[config.mk]
export PLATFORM = sky130hd
export DESIGN_NAME = rtc_trim_out
export DESIGN_NICKNAME = d
export VERILOG_FILES = /design/src/rtl/rtc_trim_pkg.sv /design/src/rtl/rtc_swallow.sv /design/src/rtl/rtc_tick_div.sv /design/src/rtl/rtc_evt_stretch.sv /design/src/rtl/rtc_trim_out.sv
export SDC_FILE = /design/constraint.sdc
export NUM_CORES = 1
export LEC_CHECK = 0
export CAP_MARGIN = 20
export CORE_MARGIN = 5
export CORE_UTILIZATION = 55
export DETAILED_ROUTE_END_ITERATION = 8
export GPL_TIMING_DRIVEN = 0
export PLACE_DENSITY = 0.77
export SETUP_SLACK_MARGIN = 0.3
export SLEW_MARGIN = 25
export SYNTH_ARGS = -nofsm -noshare
export SYNTH_HDL_FRONTEND = slang
export SYNTH_SLANG_ARGS = --single-unit
[constraint.sdc]
create_clock -name clk -period 4.03 [get_ports clk]
set_input_delay 0.806 -clock clk [delete_from_list [all_inputs] [get_ports clk]]
set_output_delay 0.806 -clock clk [all_outputs]
set_load 0.01 [all_outputs]
[src/rtl/rtc_trim_pkg.sv]
// Shared types for the RTC tick trimmer.
// Assumes: nothing beyond IEEE 1800-2017 packages.
package rtc_trim_pkg;

    // Source driven onto the shared output pin.
    typedef enum logic [1:0] {
        PIN_OFF   = 2'd0,
        PIN_DIV   = 2'd1,
        PIN_ALARM = 2'd2,
        PIN_SEC   = 2'd3
    } pin_src_e;

    // Pick the pin source; the divided clock outranks the event pulses.
    function automatic pin_src_e pick_src(input logic div_on,
                                          input logic evt_on,
                                          input logic evt_sec);
        pin_src_e s;
        if (div_on)
            s = PIN_DIV;
        else if (evt_on)
            s = evt_sec ? PIN_SEC : PIN_ALARM;
        else
            s = PIN_OFF;
        return s;
    endfunction

endpackage

[src/rtl/rtc_swallow.sv]
// Window-based tick dropper.
// Counts raw ticks in a window of 2^WIN_W and drops the first tick of each
// of the first cal_q sub-intervals. cal_in is sampled on the last tick of a
// window, so the trim value is constant across a window.
// Assumes: tick is a single-cycle enable; WIN_W >= CAL_W.
module rtc_swallow #(
    parameter int CAL_W = 7,
    parameter int WIN_W = 20
) (
    input  logic             clk,
    input  logic             rst_n,
    input  logic             tick,
    input  logic [CAL_W-1:0] cal_in,
    output logic             corr_ce
);
    localparam int SUB_W = WIN_W - CAL_W;

    logic [WIN_W-1:0] win_q;
    logic [CAL_W-1:0] cal_q;
    logic [CAL_W-1:0] sub_idx;
    logic             sub_first;
    logic             win_last;
    logic             drop;

    // Decode the sub-interval start; a width of zero means every tick starts one.
    generate
        if (SUB_W > 0) begin : g_sub
            assign sub_first = (win_q[SUB_W-1:0] == '0);
        end else begin : g_nosub
            assign sub_first = 1'b1;
        end
    endgenerate

    assign sub_idx  = win_q[WIN_W-1:SUB_W];
    assign win_last = &win_q;
    assign drop     = sub_first && (sub_idx < cal_q);

    // Advance the window position on every raw tick.
    always_ff @(posedge clk) begin
        if (!rst_n)
            win_q <= '0;
        else if (tick)
            win_q <= win_q + 1'b1;
    end

    // Adopt a new trim value only as the window closes.
    always_ff @(posedge clk) begin
        if (!rst_n)
            cal_q <= '0;
        else if (tick && win_last)
            cal_q <= cal_in;
    end

    // Register the trimmed tick.
    always_ff @(posedge clk) begin
        if (!rst_n)
            corr_ce <= 1'b0;
        else
            corr_ce <= tick && !drop;
    end

endmodule

[src/rtl/rtc_tick_div.sv]
// Power-of-two divider of the raw tick stream.
// The output is the top bit of a free-running tick counter, giving a square
// wave at the tick rate over 2^DIV_W with a 50% duty cycle.
// Assumes: tick is a single-cycle enable.
module rtc_tick_div #(
    parameter int DIV_W = 6
) (
    input  logic clk,
    input  logic rst_n,
    input  logic tick,
    output logic div_out
);
    logic [DIV_W-1:0] cnt_q;

    // Count raw ticks, wrapping naturally.
    always_ff @(posedge clk) begin
        if (!rst_n)
            cnt_q <= '0;
        else if (tick)
            cnt_q <= cnt_q + 1'b1;
    end

    assign div_out = cnt_q[DIV_W-1];

endmodule

[src/rtl/rtc_evt_stretch.sv]
// Stretches a tick-aligned event strobe to one full tick period.
// Sets on a strobe that arrives together with a tick and clears on the next
// tick that carries no strobe.
// Assumes: strobes outside a tick cycle are not meaningful and are ignored.
module rtc_evt_stretch (
    input  logic clk,
    input  logic rst_n,
    input  logic tick,
    input  logic stb,
    output logic pulse
);
    // Hold the pulse from one tick to the next.
    always_ff @(posedge clk) begin
        if (!rst_n)
            pulse <= 1'b0;
        else if (tick)
            pulse <= stb;
    end

endmodule

[src/rtl/rtc_trim_out.sv]
// Top of the RTC tick trimmer with its calibration output pin.
// Holds the tick dropper, the divide-by-2^DIV_W clock output and two event
// stretchers, and multiplexes one of them onto the pin.
// Assumes: a single clock; rtc_ce is a one-cycle enable; bkp_rst_n is the
// backup-domain reset and is synchronous.
module rtc_trim_out
    import rtc_trim_pkg::*;
#(
    parameter int CAL_W = 7,
    parameter int WIN_W = 20,
    parameter int DIV_W = 6
) (
    input  logic             clk,
    input  logic             bkp_rst_n,
    input  logic             rtc_ce,
    input  logic             alarm_stb,
    input  logic             second_stb,
    input  logic [CAL_W-1:0] cal_val,
    input  logic             cco_en,
    input  logic             aso_en,
    input  logic             aso_sel,
    output logic             corr_ce,
    output logic             pin_out,
    output logic             pin_oe
);
    localparam int N_EVT = 2;

    logic             div_clk;
    logic [N_EVT-1:0] evt_stb;
    logic [N_EVT-1:0] evt_pulse;
    pin_src_e         src;

    assign evt_stb = {second_stb, alarm_stb};

    rtc_swallow #(
        .CAL_W (CAL_W),
        .WIN_W (WIN_W)
    ) u_swallow (
        .clk     (clk),
        .rst_n   (bkp_rst_n),
        .tick    (rtc_ce),
        .cal_in  (cal_val),
        .corr_ce (corr_ce)
    );

    rtc_tick_div #(
        .DIV_W (DIV_W)
    ) u_div (
        .clk     (clk),
        .rst_n   (bkp_rst_n),
        .tick    (rtc_ce),
        .div_out (div_clk)
    );

    // Slot 0 holds the alarm stretcher, slot 1 the seconds stretcher.
    generate
        for (genvar g = 0; g < N_EVT; g++) begin : g_evt
            rtc_evt_stretch u_str (
                .clk   (clk),
                .rst_n (bkp_rst_n),
                .tick  (rtc_ce),
                .stb   (evt_stb[g]),
                .pulse (evt_pulse[g])
            );
        end
    endgenerate

    // Drive the pin from the selected source.
    always_comb begin
        src = pick_src(cco_en, aso_en, aso_sel);
        unique case (src)
            PIN_DIV:   begin pin_oe = 1'b1; pin_out = div_clk;      end
            PIN_ALARM: begin pin_oe = 1'b1; pin_out = evt_pulse[0]; end
            PIN_SEC:   begin pin_oe = 1'b1; pin_out = evt_pulse[1]; end
            default:   begin pin_oe = 1'b0; pin_out = 1'b0;         end
        endcase
    end

endmodule

==> PnR_summary.wiki <==
{| class="wikitable"
! Metric !! Value
|-
| Clock edge transition at the registers on the reported setup and hold paths || 0.10 ns
|-
| Sequential cell area fraction in the yosys report || 40.42%
|-
| Worst Hold Slack || 0.4816 ns
|-
| Clock tree from TritonCTS || yes
|-
| Number of antenna violations at the first check in global routing || 0
|-
| Net Sw Power || 0.1366 mW
|-
| Die X-Extent || approximately 67 um
|-
| Detailed placer's ending HPWL || 2735 um
|-
| Post-layout minimum cycle time || 3.002 ns
|-
| Internal power of the cells || 0.4737 mW
|-
| Startpoint of the worst-slack reg-to-reg timing path || u_swallow.win_q[0]
|-
| Combinational power share || 7.5%
|-
| Hold Path Stages || 2
|-
| Count of hold-fix buffers inserted at cts || 0
|-
| Master cell of the clock root buffer || clkbuf_4
|-
| Post-CTS setup buffers || 0
|-
| Number of input and output port buffers inserted || 17
|-
| Portion of total power attributed to the clock network || between 30% and 40%
|-
| Area of the placeable core || 3078 um2
|-
| Total die area || roughly 4500 um2
|-
| F_max || 0.3331 GHz
|-
| Crit Path Class || in -> out
|-
| Clock tree sinks || 36
|-
| Fin Setup TNS || 0 ns
|-
| Type of origin of the critical path || primary input
|-
| Worst reg2reg path depth || 6
|-
| Synth top area share || 40.42%
|-
| Final hold violations || 0
|-
| Mapped Avg Cell Area || 8.740 um2
|-
| Via count of the routed design || 1,492
|-
| First-pass GRT wire length || 6492 um
|-
| Number of distinct standard cells referenced by the synthesized netlist || 37
|-
| H-tree levels || 2
|-
| Initial core utilization || 57.93%
|-
| Residual overflow from global routing || 0
|-
| Slew at the pin closest to its max-slew limit || 0.5580 ns
|-
| Critical Path, Cell by Cell || clkdlybuf4s50_1 > mux2_2 > nand2_1 > o21ai_0 > clkdlybuf4s50_1
|-
| Remaining max-slew budget at the tightest pin || between 60% and 70%
|-
| Count of state elements after synthesis || 36
|-
| Number of iterations in the first detailed-routing pass || 4
|-
| Data required time of the critical path || roughly 3.2 ns
|-
| End of the worst register-to-register path || u_swallow.win_q[16]
|-
| Final worst path period share || 74.49%
|-
| Final RePlAce weighted congestion || roughly 0.81
|-
| Post-synthesis instance area || 1783 um2
|-
| Top area cells in the synthesized netlist || dfxtp_1 40%, ha_1 6.3%, o21ai_0 4.8%
|-
| Number of synthesized flops with an enable pin || 0
|-
| Antenna diodes || 0
|-
| Post-CTS Resized || 0
|-
| Mean number of vias per cell || 5.465
|-
| Most frequent cells after synthesis || 36 x dfxtp_1, 20 x nor2_1, 17 x o21ai_0
|-
| Max-slew violation count || 0
|-
| Syn. warnings || 0
|-
| Fraction of registers with async set/reset || 0%
|-
| Clock Skew || approximately 0.0054 ns
|-
| Growth of design area from synthesis to finish || 15.93%
|-
| Die outline height || 66.94 um
|-
| Crit path from || aso_sel
|-
| Hold path start || u_swallow.cal_q[0]
|-
| Largest net degree at the start of global routing || 11
|-
| Share of final-layout standard cells stronger than drive strength 1 || about a tenth
|-
| Part of the power in registers || 60.1%
|-
| Number of instances in the synthesized netlist || between 200 and 250
|-
| Max-capacitance violation count || 0
|-
| Finished Core Util || 67.15%
|-
| Setup repair after global routing missed its margin || no
|-
| Arrival time reported for the critical path endpoint || about 2.2 ns
|-
| Drt drc || 0
|-
| Worst supply voltage drop on vdd || 0.0002714 V
|-
| Via count of the first global-routing pass || 1,448
|-
| Endpoint, Worst Hold || u_swallow.cal_q[0]
|-
| Leak || 0.7671 nW
|-
| Wire length per cell after detailed routing || about 13 um
|-
| CP max stage cell || clkdlybuf4s50_1
|-
| Total wire length after detailed routing || 3651 um
|-
| Top_reg_cell synth || dfxtp_1
|-
| 1st-iter DRT viols || approximately 80
|-
| Net switching fraction of the power || about 22%
|-
| Final setup viols || 0
|-
| Delay of the slowest critical-path stage || around 0.48 ns
|-
| Reg-to-reg setup timing slack || 2.42 ns
|-
| Worst slack after detailed placement || between 1 and 1.5 ns
|-
| Final setup slack of the worst path || 1.028 ns
|-
| Areal power density over the cells || 295.3 nW/um2
|-
| Cell type contributing the most total cell area after synthesis || dfxtp_1
|-
| Number of routed nets with antenna violations || 0
|-
| CTS buffer count || 5
|-
| Top-Level Pins || 18
|-
| Deepest clock path buffer count || 2
|-
| Top-count cell post-synth || dfxtp_1
|-
| Most Frequent Cell on Critical Path || clkdlybuf4s50_1
|-
| Total GRT Usage || roughly 20%
|-
| Clock latency of the later-clocked register in the worst-skew pair || 0.34 ns
|-
| Run status || complete, no violations
|-
| Hold crit path type || reg -> reg
|-
| Critical path peak fanout || 1
|-
| Number of standard-cell rows in the floorplan || 20
|-
| Crit. End Element || output port
|-
| Final layout net count || around 250
|-
| Syn_nets || roughly 230
|}
## registers in the layout, summed over array words and instances, names as in the netlist
signal,cells
u_swallow.corr_ce,1
u_swallow.win_q,20
u_div.cnt_q,6
u_swallow.cal_q,7
g_evt.u_str.pulse,2
## worst max-delay path, delay by kind of cell
kind / cells / cell delay [ns]
buffers and inverters: 2 / 0.94
AOI/OAI and AO/OA: 1 / 0.06
and+or+nand+nor: 1 / 0.06
muxes: 1 / 0.33
## worst max path at each step
stage	endpoint	slack (ns)	cells after the start
global route	pin_out	0.96	5
CTS	pin_out	1.02	5
global placement	pin_out	1.03	5
floorplan	pin_out	1.91	3
finish	pin_out	1.03	5
detailed placement	pin_out	1.03	5
## cells in the final DEF (no fill, tap or decap), types with 6 or more instances in the layout
master / n
a21oi_1: 16
clkdlybuf4s50_1: 17
dfxtp_1: 36
ha_1: 9
inv_1: 9
nand2_1: 12
nand3_1: 15
nand4_1: 7
nor2_1: 20
o21ai_0: 17
or3_1: 8
xnor2_1: 6
xor2_1: 9
## kinds of logic (layout without fill, tap and decap cells)
logic type	count (synthesis)	count (layout)	share of synthesized area, %
compound gates	37	37	11.51
xor+xnor	15	15	7.369
fa+ha+maj	9	9	6.316
buf+inv	18	43	4.631
flops	36	36	40.42
mux	5	5	2.877
simple gates	84	84	26.88
## power groups by stage
stage	Combinational, mW	Clock [mW]	Sequential, mW
2_1_floorplan	0.0223	0	0.374
3_3_place_gp	0.0439	0	0.375
3_5_place_dp	0.0462	0	0.375
4_1_cts	0.0465	0.204	0.367
5_1_grt	0.0506	0.228	0.368
6_report	0.0459	0.197	0.367
## routing by layer
layer  vias to the layer above  wire, um  track usage [%]
li1                        770         -                -
met4                         0        76            7.089
met3                         8       101            5.565
met1                       701      1601            22.94
met2                        13      1873            33.17
met5                         -         0                0
## area by class of cell
class	instances	area, um2
Fill cell	272	1011
Multi-Input combinational cell	150	979.7
Sequential cell	36	720.7
Timing Repair Buffer	17	170.2
Clock buffer	8	58.81
Tap cell	44	55.05
Buffer	8	45.04
Inverter	10	37.54
## stage by stage
stage | total power [mW] | cell area [um2] | instances
finish | 0.6104 | 2067 | 273
global route | 0.6473 | 2067 | 273
CTS | 0.6176 | 2067 | 273
detailed placement | 0.4214 | 2008 | 265
global placement | 0.4185 | 2008 | 265
floorplan | 0.3965 | 1783 | 204
Power figures use the tool's default switching activity.
